==> src/rtl/mdio_pkg.sv <==
package mdio_pkg;
    typedef enum logic [2:0] {
        PH_IDLE,
        PH_PRE,
        PH_HDR,
        PH_TA,
        PH_DATA,
        PH_TAIL,
        PH_RECOV
    } phase_e;

    localparam int PRE_SLOTS   = 32;
    localparam int RECOV_SLOTS = 32;
    localparam int RD_TAIL     = 2;
    localparam int WR_TAIL     = 1;
    localparam logic [1:0] START_PAT = 2'b01;
    localparam logic [1:0] OP_RD     = 2'b10;
    localparam logic [1:0] OP_WR     = 2'b01;
endpackage

==> src/rtl/mdio_clkgen.sv <==
module mdio_clkgen #(
    parameter int DIV_HALF = 25
) (
    input  logic clk,
    input  logic rst,
    input  logic run_i,
    output logic mdc_o,
    output logic fall_tick_o
);
    localparam int CW = $clog2(DIV_HALF + 1);

    typedef struct packed {
        logic [CW-1:0] cnt;
        logic          mdc;
    } cg_t;

    cg_t  q, d;
    logic at_end;

    assign at_end = (q.cnt == CW'(DIV_HALF - 1));

    always_comb begin
        d = q;
        if (!run_i) begin
            d.cnt = '0;
            d.mdc = 1'b0;
        end else if (at_end) begin
            d.cnt = '0;
            d.mdc = ~q.mdc;
        end else begin
            d.cnt = q.cnt + CW'(1);
        end
    end

    always_ff @(posedge clk) begin
        if (rst) q <= '0;
        else     q <= d;
    end

    assign mdc_o       = q.mdc;
    assign fall_tick_o = run_i && q.mdc && at_end;

    // a phase keeps its level until its count is used up
    p_phase_hold_r10: assert property (@(posedge clk) disable iff (rst)
        (run_i && !at_end) |=> $stable(q.mdc));
    // the level flips when the count ends
    p_phase_flip_r10: assert property (@(posedge clk) disable iff (rst)
        (run_i && at_end) |=> (q.mdc != $past(q.mdc)));
endmodule

==> src/rtl/mdio_sync.sv <==
module mdio_sync #(
    parameter int STAGES = 2
) (
    input  logic clk,
    input  logic rst,
    input  logic d_i,
    output logic q_o
);
    logic [STAGES-1:0] sh_q, sh_d;

    always_comb begin
        sh_d = {sh_q[STAGES-2:0], d_i};
    end

    always_ff @(posedge clk) begin
        if (rst) sh_q <= '1;
        else     sh_q <= sh_d;
    end

    assign q_o = sh_q[STAGES-1];
endmodule

==> src/rtl/mdio_seq.sv <==
module mdio_seq
    import mdio_pkg::*;
#(
    parameter int ADDR_W = 5,
    parameter int DATA_W = 16
) (
    input  logic              clk,
    input  logic              rst,
    input  logic              start_i,
    input  logic              read_i,
    input  logic [ADDR_W-1:0] phy_i,
    input  logic [ADDR_W-1:0] reg_i,
    input  logic [DATA_W-1:0] wdata_i,
    input  logic              tick_i,
    input  logic              mdc_i,
    input  logic              sin_i,
    output logic              busy_o,
    output logic              done_o,
    output logic              err_o,
    output logic [DATA_W-1:0] rdata_o,
    output logic              mdio_o,
    output logic              mdio_oe_o
);
    localparam int HW = 2 * ADDR_W + 4;
    localparam int CW = $clog2(PRE_SLOTS + RECOV_SLOTS + HW + DATA_W);

    typedef struct packed {
        phase_e            ph;
        logic [CW-1:0]     cnt;
        logic              rd;
        logic [HW-1:0]     hdr;
        logic [DATA_W-1:0] sh;
        logic [DATA_W-1:0] rdata;
        logic              busy;
        logic              done;
        logic              err;
        logic              o;
        logic              oe;
    } seq_t;

    seq_t          q, d;
    logic [CW-1:0] tail_last;

    assign tail_last = q.rd ? CW'(RD_TAIL - 1) : CW'(WR_TAIL - 1);

    always_comb begin
        d      = q;
        d.done = 1'b0;
        if (q.ph == PH_IDLE) begin
            if (start_i) begin
                d.ph    = PH_PRE;
                d.cnt   = '0;
                d.rd    = read_i;
                d.hdr   = {START_PAT, (read_i ? OP_RD : OP_WR), phy_i, reg_i};
                d.sh    = wdata_i;
                d.rdata = '0;
                d.err   = 1'b0;
                d.busy  = 1'b1;
                d.oe    = 1'b1;
                d.o     = 1'b1;
            end
        end else if (tick_i) begin
            d.cnt = q.cnt + CW'(1);
            case (q.ph)
                PH_PRE: begin
                    if (q.cnt == CW'(PRE_SLOTS - 1)) begin
                        d.ph  = PH_HDR;
                        d.cnt = '0;
                        d.o   = q.hdr[HW-1];
                    end
                end
                PH_HDR: begin
                    d.hdr = q.hdr << 1;
                    if (q.cnt == CW'(HW - 1)) begin
                        d.ph  = PH_TA;
                        d.cnt = '0;
                        d.oe  = ~q.rd;
                        d.o   = 1'b1;
                    end else begin
                        d.o = q.hdr[HW-2];
                    end
                end
                PH_TA: begin
                    if (q.cnt == '0) begin
                        d.o = q.rd;
                    end else if (q.rd && sin_i) begin
                        d.ph  = PH_RECOV;
                        d.cnt = '0;
                        d.o   = 1'b1;
                    end else begin
                        d.ph  = PH_DATA;
                        d.cnt = '0;
                        d.o   = q.rd ? 1'b1 : q.sh[DATA_W-1];
                    end
                end
                PH_DATA: begin
                    if (q.rd) d.sh = {q.sh[DATA_W-2:0], sin_i};
                    else      d.sh = q.sh << 1;
                    if (q.cnt == CW'(DATA_W - 1)) begin
                        d.ph  = PH_TAIL;
                        d.cnt = '0;
                        d.oe  = 1'b0;
                        d.o   = 1'b1;
                    end else if (!q.rd) begin
                        d.o = q.sh[DATA_W-2];
                    end
                end
                PH_TAIL: begin
                    if (q.cnt == tail_last) begin
                        d.ph    = PH_IDLE;
                        d.cnt   = '0;
                        d.busy  = 1'b0;
                        d.done  = 1'b1;
                        d.rdata = q.rd ? q.sh : '0;
                    end
                end
                PH_RECOV: begin
                    if (q.cnt == CW'(RECOV_SLOTS - 1)) begin
                        d.ph   = PH_IDLE;
                        d.cnt  = '0;
                        d.busy = 1'b0;
                        d.done = 1'b1;
                        d.err  = 1'b1;
                    end
                end
                default: d.ph = PH_IDLE;
            endcase
        end
    end

    always_ff @(posedge clk) begin
        if (rst) begin
            q    <= '0;
            q.ph <= PH_IDLE;
            q.o  <= 1'b1;
        end else begin
            q <= d;
        end
    end

    assign busy_o    = q.busy;
    assign done_o    = q.done;
    assign err_o     = q.err;
    assign rdata_o   = q.rdata;
    assign mdio_o    = q.o;
    assign mdio_oe_o = q.oe;

    // line value and enable stay put through an MDC high phase
    p_quiet_high_r4: assert property (@(posedge clk) disable iff (rst)
        (mdc_i && $past(mdc_i)) |-> ($stable(q.oe) && $stable(q.o)));
    // a read never drives past the opcode
    p_read_released_r5: assert property (@(posedge clk) disable iff (rst)
        (q.rd && (q.ph inside {PH_TA, PH_DATA, PH_TAIL, PH_RECOV})) |-> !q.oe);
    // recovery only follows a read and keeps the line free
    p_recov_free_r6: assert property (@(posedge clk) disable iff (rst)
        (q.ph == PH_RECOV) |-> (q.rd && !q.oe));
    // done is one cycle wide
    p_done_pulse_r9: assert property (@(posedge clk) disable iff (rst)
        q.done |=> !q.done);
    // busy only ends on an MDC fall tick
    p_busy_hold_r9: assert property (@(posedge clk) disable iff (rst)
        (q.busy && !tick_i) |=> q.busy);
    // results hold while idle without a request
    p_result_hold_r9: assert property (@(posedge clk) disable iff (rst)
        (!q.busy && !start_i) |=> ($stable(q.rdata) && $stable(q.err)));
endmodule

==> src/rtl/mdio_master.sv <==
module mdio_master #(
    parameter int DIV_HALF    = 25,
    parameter int SYNC_STAGES = 2,
    parameter int ADDR_W      = 5,
    parameter int DATA_W      = 16
) (
    input  logic              clk,
    input  logic              rst,
    input  logic              req_start,
    input  logic              req_read,
    input  logic [ADDR_W-1:0] req_phy,
    input  logic [ADDR_W-1:0] req_reg,
    input  logic [DATA_W-1:0] req_wdata,
    output logic              busy,
    output logic              done,
    output logic              err,
    output logic [DATA_W-1:0] rdata,
    output logic              mdc,
    output logic              mdio_o,
    output logic              mdio_oe,
    input  logic              mdio_i
);
    logic tick;
    logic sin;
    logic busy_w;

    mdio_clkgen #(.DIV_HALF(DIV_HALF)) u_clk (
        .clk         (clk),
        .rst         (rst),
        .run_i       (busy_w),
        .mdc_o       (mdc),
        .fall_tick_o (tick)
    );

    mdio_sync #(.STAGES(SYNC_STAGES)) u_sync (
        .clk (clk),
        .rst (rst),
        .d_i (mdio_i),
        .q_o (sin)
    );

    mdio_seq #(.ADDR_W(ADDR_W), .DATA_W(DATA_W)) u_seq (
        .clk       (clk),
        .rst       (rst),
        .start_i   (req_start),
        .read_i    (req_read),
        .phy_i     (req_phy),
        .reg_i     (req_reg),
        .wdata_i   (req_wdata),
        .tick_i    (tick),
        .mdc_i     (mdc),
        .sin_i     (sin),
        .busy_o    (busy_w),
        .done_o    (done),
        .err_o     (err),
        .rdata_o   (rdata),
        .mdio_o    (mdio_o),
        .mdio_oe_o (mdio_oe)
    );

    assign busy = busy_w;
endmodule

==> config.mk <==
export PLATFORM = sky130hd
export DESIGN_NAME = mdio_master
export DESIGN_NICKNAME = d
export VERILOG_FILES = /design/src/rtl/mdio_pkg.sv /design/src/rtl/mdio_clkgen.sv /design/src/rtl/mdio_sync.sv /design/src/rtl/mdio_seq.sv /design/src/rtl/mdio_master.sv
export SDC_FILE = /design/constraint.sdc
export NUM_CORES = 1
export LEC_CHECK = 0
export BUFFER_PORTS_ARGS = -buffer_cell sky130_fd_sc_hd__buf_4
export CORE_MARGIN = 2
export CORE_UTILIZATION = 55
export CTS_BUF_LIST = sky130_fd_sc_hd__clkbuf_2
export DETAILED_ROUTE_END_ITERATION = 6
export HOLD_SLACK_MARGIN = 0.06
export PLACE_DENSITY = 0.85
export SYNTH_ARGS = -nofsm -noshare
export SYNTH_HDL_FRONTEND = slang
export SYNTH_SLANG_ARGS = --single-unit
==> constraint.sdc <==
create_clock -name clk -period 5.45 [get_ports clk]
set_clock_uncertainty 0.05 [all_clocks]
set_input_delay 0.545 -clock clk [delete_from_list [all_inputs] [get_ports clk]]
set_output_delay 0.545 -clock clk [all_outputs]
set_load 0.02 [all_outputs]
After elaboration in Yosys (flattened, before gate mapping)
Index checks and enable logic that the tools add are counted.
Storage, ports and cells
  register bits after elaboration: 70
  input port bits: 31
  output and inout bits: 22
  logic and storage cells: 105
Cells by class
  add/subtract/negate cells: 2
  eq/ne operators: 19
  muxes and demuxes: 38
  bitwise gates (word level): 4
  reductions and logical operators: 28
Operators by type and width (count)
  $mux 10: 8
  $mux 58: 1
  $mux 51: 1
  $mux 16: 3
  $mux 47: 1
  $pmux 7 s6: 1
  $mux 18: 1
  $pmux 3 s6: 1
  $ne 3x1->1 const B: 5
  $reduce_and 5->1: 3
  $eq 7x4->1 const B: 2
  $mux 14: 1
  $reduce_bool 2->1: 7
  $mux 1: 12
  $eq 3x3->1 const B: 3
  $mux 3: 3
  $mux 9: 1
  $reduce_and 4->1: 2
  $reduce_and 8->1: 1
  $add 7x1->7 const B: 1
  $eq 7x5->1 const B: 1
  $eq 7x7->1: 1
  $logic_not 7->1: 1
  $eq 3x2->1 const B: 2
  19 further kinds: 28

Longest topological paths before layout
  depth after elaboration: 6
  mapped depth: 9
  gate-level depth less buffers: 8

Hierarchy
From an unflattened synthesis, not the netlist that was laid out.
Second synthesis, totals
  cell total of the unflattened synthesis: 425
  area, all modules: 3563.4 um^2
By module, submodules not included
  mdio_seq: times used 1, cells each 394, area each 3239.4 um^2, sequential area each 1241.2 um^2
  mdio_clkgen: times used 1, cells each 27, area each 271.5 um^2, sequential area each 120.1 um^2
  mdio_sync: times used 1, cells each 4, area each 52.6 um^2, sequential area each 40.0 um^2

Worst setup path before layout
Ideal clock, no wire load.
  path type: flip-flop to flip-flop
  from: register u_seq.q[56] (netlist bit)
  to: register u_seq.q[61] (netlist bit)
  library setup time: 133 ps
  data arrival time: 1902 ps
  data required time: 5267 ps
  setup slack: 3364 ps
  cell stages (with the launch flop): 8
  buffers on the path: 1
  period minus slack after synthesis: 2086 ps
  cells stage by stage: dfxtp_1 -> buf_6 -> or4b_4 -> o211ai_2 -> o221ai_2 -> or3b_4 -> a21oi_1 -> o32ai_2
On the way
  cells in the longest elaborated chain, start to end: 3
  elaborated cells on any way between the ends: 12
  classes of those cells: eq/ne (10); reduce/logical (2)
Ends and longest elaborated chain
  from (decl): RTL line mdio_seq.sv:41  | seq_t q, d;
  $eq 7x5->1, or another cell as far along: RTL line mdio_seq.sv:66, mdio_seq.sv:118
  $ne 3x1->1 (no line) / $ne 3x2->1 (equally long branches)
  $reduce_and 8->1 (no line) (*)
Mark *: on every way between the ends. The rest lies on a longest branch, timed or not.
A chain may end at the register's enable or synchronous reset.

Final worst setup path
  from: register u_seq.q[59] (netlist bit)
  to: register u_seq.q[22] (netlist bit)
On the way
  cells in the longest elaborated chain, start to end: 3
  elaborated cells on any way between the ends: 7
  classes of those cells: eq/ne (2); mux (1); reduce/logical (4)
Ends and longest elaborated chain (RTL line)
  $eq 3x3->1 / $logic_not 3->1 (equally long branches): mdio_seq.sv:64, mdio_seq.sv:49
  $reduce_bool 2->1 (no line) / $ne 2x2->1 (equally long branches)
  $reduce_and 3->1 (no line)
Several ways; a longest one is shown, not always the timed one.

==> impl_results.rst <==
.. list-table::
   :header-rows: 1

   * - Metric
     - Value
   * - Cell chosen for the clock root
     - sky130_fd_sc_hd__clkbuf_2
   * - Final Cell Area
     - between 3000 and 4000 um2
   * - Final net count
     - 493
   * - Static Leakage
     - around 1.4 nW
   * - First-pass GRT wire length
     - approximately 14000 um
   * - Buffers from clock root to sink, at most
     - 2
   * - Class of the worst hold path
     - in -> reg
   * - Worst Setup End Kind
     - register
   * - Minimum period implied by the final worst setup slack
     - roughly 3.1 ns
   * - Routability congestion estimate
     - 0.955
   * - Post-Synthesis Cells
     - 436
   * - Via Count
     - 3308
   * - Post-CTS sizing
     - 0
   * - Number of hold violations in the final report
     - 0
   * - Placeable Area
     - 6240 um2
   * - Die width
     - 83.6 um
   * - Post-CTS Setup Inserts
     - 0
   * - Largest stage delay on the critical path
     - 0.60 ns
   * - Final-report setup violation count
     - 0
   * - Critical Path Start Type
     - register
   * - Cts bufs inserted
     - 9
   * - Buffer and inverter count on the worst path
     - 2
   * - Post-route setup TNS
     - 0 ns
   * - Initial antenna violation count
     - 1
   * - DIE HEIGHT
     - approximately 84 um
   * - Worst path slowest cell
     - sky130_fd_sc_hd__dfxtp_1
   * - Average wire length per cell after detail routing
     - about 16 um
   * - Detailed-route DRC error count
     - 0
   * - Most crowded layer after global routing
     - met2
   * - Initial drt markers
     - 316
   * - Post-CTS clock slew at the launch and capture registers of the worst setup and hold paths
     - 0.19 ns
   * - Initial core utilization
     - 0.559
   * - Combined area of all synthesized cells
     - 3490 um2
   * - Worst supply voltage drop on vdd
     - 0.189 mV
   * - Number of synthesis warnings
     - 0
   * - Syn avg cell area
     - about 8 um2
   * - Number of antenna diodes
     - 0
   * - Worst path arrival time
     - 3.42 ns
   * - Measured slew at the worst slew-check pin
     - between 0.7 and 0.8 ns
   * - TritonRoute pass-1 iters
     - 5
   * - Worst slew slack as a fraction of its limit
     - 0.480
   * - Syn Nets
     - 472
   * - Cells along the critical path
     - nor3_2, and2_1, buf_4, nor2_1, nor3_2, buf_4, nor2_1, a211oi_1
   * - Clock net sink count
     - 70
   * - Unrepaired setup endpoints after global routing
     - no
   * - Met1 usage
     - 0.310
   * - Async S/R FF share, synth
     - 0
   * - Result of the run
     - finished clean
   * - Standard cell area after detailed placement
     - 3760 um2
   * - Type of the setup path with the least slack
     - reg -> reg
   * - Layout area overhead
     - 10.7%
   * - Routed vias/inst
     - 6.15
   * - CTS H-tree depth
     - 3
   * - Total wire length
     - 8370 um
   * - TritonCTS clock tree
     - yes
   * - Unique masters post-synth
     - 56
   * - Kind of cell adding the most delay to the critical path
     - simple AND/OR/NAND/NOR gates
   * - Commonest register cell after synthesis
     - sky130_fd_sc_hd__dfxtp_1
   * - Global routing usage on met2
     - 0.383
   * - Share of layout cells above drive strength 1
     - 0.193
   * - Total of buffers placed on input and output ports
     - 52
   * - Count of pins over their slew limit
     - 0
   * - Number of nets with antenna violations after routing
     - 0
   * - Period utilization
     - 0.561
   * - Ratio of total power to cell area
     - approximately 270 nW/um2
   * - Required time of the critical path
     - 5.81 ns
   * - GR met3 Demand/Resource
     - 0.0682
   * - Total overflow reported by the global router
     - 0
   * - Share of synthesized area occupied by flip-flops and latches
     - 0.402
   * - Vias in the first global route
     - 3099
   * - Insertion delay of the later-clocked pin in the worst-skew pair
     - 0.50 ns
   * - Number of core rows
     - 29
   * - Synthesis-stage register bit count
     - 70
   * - Post-detailed-placement half-perimeter wirelength
     - 5710 um
   * - Number of hold-repair buffers added at the cts stage
     - 0
   * - Die Footprint
     - 6990 um2
   * - Maximum number of pins on one net before global-route repair
     - 64
   * - Number of ports placed on the die boundary
     - 53
   * - Count of flip-flops with a built-in enable after synthesis
     - 0
   * - Overall Global Routing Usage
     - 0.240
   * - Highest clock frequency the design can meet
     - 327 MHz
   * - Maximum fanout along the worst path
     - 32
   * - Total of max-cap violations
     - 0
logic make-up (layout without fill, tap and decap cells):
group / count (synthesis) / in the layout / share of synthesized area
AND/OR/NAND/NOR: 189 / 189 / 0.264
adder cells (fa/ha/maj): 5 / 5 / 0.0179
AO/OA/AOI/OAI: 109 / 109 / 0.217
flip-flops: 70 / 70 / 0.402
XOR/XNOR: 5 / 5 / 0.0126
multiplexers: 1 / 1 / 0.00287
buffers and inverters: 57 / 82 / 0.0833
final timing paths:
kind | slack (ns) | from | end | cells past startpoint
worst min-delay path | 0.18 | mdio_i | u_sync.sh_q[0]$_SDFF_PP1_ | 2
worst max-delay path | 2.39 | u_seq.q[59]$_SDFFE_PP0P_ | u_seq.q[22]$_SDFFE_PP0P_ | 8
worst min register to register | 0.41 | u_sync.sh_q[0]$_SDFF_PP1_ | u_sync.sh_q[1]$_SDFF_PP1_ | 1
worst max register to register | 2.39 | u_seq.q[59]$_SDFFE_PP0P_ | u_seq.q[22]$_SDFFE_PP0P_ | 8
placed cells by master (no fill, tap or decap), types with 2 or more instances in the layout:
cell type and n:
sky130_fd_sc_hd__inv_1 10, sky130_fd_sc_hd__nor2_1 42, sky130_fd_sc_hd__buf_4 57, sky130_fd_sc_hd__a22oi_1 17, sky130_fd_sc_hd__nand3_1 40, sky130_fd_sc_hd__a32oi_1 4
sky130_fd_sc_hd__nor3_1 10, sky130_fd_sc_hd__nor4b_1 2, sky130_fd_sc_hd__a211oi_1 19, sky130_fd_sc_hd__and3_1 5, sky130_fd_sc_hd__or2_2 5, sky130_fd_sc_hd__xnor2_1 3
sky130_fd_sc_hd__and2_1 3, sky130_fd_sc_hd__nor3_2 2, sky130_fd_sc_hd__nor2b_1 4, sky130_fd_sc_hd__a221oi_1 2, sky130_fd_sc_hd__o21ai_0 7, sky130_fd_sc_hd__nand2_1 60
sky130_fd_sc_hd__nand2b_1 3, sky130_fd_sc_hd__xor2_1 2, sky130_fd_sc_hd__o22ai_1 2, sky130_fd_sc_hd__dfxtp_1 70, sky130_fd_sc_hd__clkbuf_2 10, sky130_fd_sc_hd__a31oi_1 15
sky130_fd_sc_hd__and4_1 2, sky130_fd_sc_hd__clkinv_2 2, sky130_fd_sc_hd__ha_1 5, sky130_fd_sc_hd__a21oi_1 28
per-stage QoR:
step                      utilization  total power (W)  hold slack [ns]  instances  setup slack [ns]
after floorplan                     -         0.000717            0.339        436              3.36
after global placement          0.602         0.000769            0.350        523              2.64
after detailed placement        0.602         0.000776            0.364        523              2.48
after CTS                       0.618          0.00105            0.151        538              2.44
after global routing            0.618          0.00110            0.137        538              2.13
final                           0.618          0.00105            0.178        538              2.39
final cells by class:
type / count / area (um2)
Tap cell: 77 / 96.3
Clock buffer: 10 / 50.0
Inverter: 10 / 37.5
Sequential cell: 70 / 1400
Fill cell: 549 / 2380
Timing Repair Buffer: 57 / 428
Multi-Input combinational cell: 309 / 1790
Clock inverter: 5 / 51.3
state kept, by name, summed over array words and instances, names as in the netlist:
register	cells
u_clk.mdc_o	1
u_seq.mdio_o	1
u_seq.err_o	1
u_seq.busy_o	1
u_seq.rdata_o	16
u_seq.q	41
u_seq.mdio_oe_o	1
u_sync.sh_q	2
u_clk.q	5
u_seq.done_o	1
power breakdown:
| group | switching (W) | internal, W | total, W |
|---|---|---|---|
| combinational | 0.000116 | 0.0000738 | 0.000190 |
| clock | 0.000180 | 0.000102 | 0.000282 |
| sequential | 0.0000339 | 0.000546 | 0.000579 |
synth_stat cells (all sizes together), types with 5 or more instances:
| cell type | number | area [um2] |
|---|---|---|
| dfxtp | 70 | 1400 |
| nand2 | 60 | 225 |
| nor2 | 43 | 164 |
| nand3 | 40 | 200 |
| a21oi | 28 | 140 |
| buf | 24 | 166 |
| clkbuf | 23 | 86.3 |
| a211oi | 20 | 155 |
| a22oi | 17 | 128 |
| a31oi | 15 | 93.8 |
| nor3 | 13 | 86.3 |
| inv | 10 | 37.5 |
| o21ai | 7 | 35.0 |
| and3 | 5 | 31.3 |
| ha | 5 | 62.6 |
| or2 | 5 | 31.3 |
per-layer routing:
metal  share of wire  up-vias
met5               0        -
met4           0.013        0
met3           0.075       12
met2            0.46      144
met1            0.45     1560
li1                -     1592
Power figures use the tool's default switching activity.
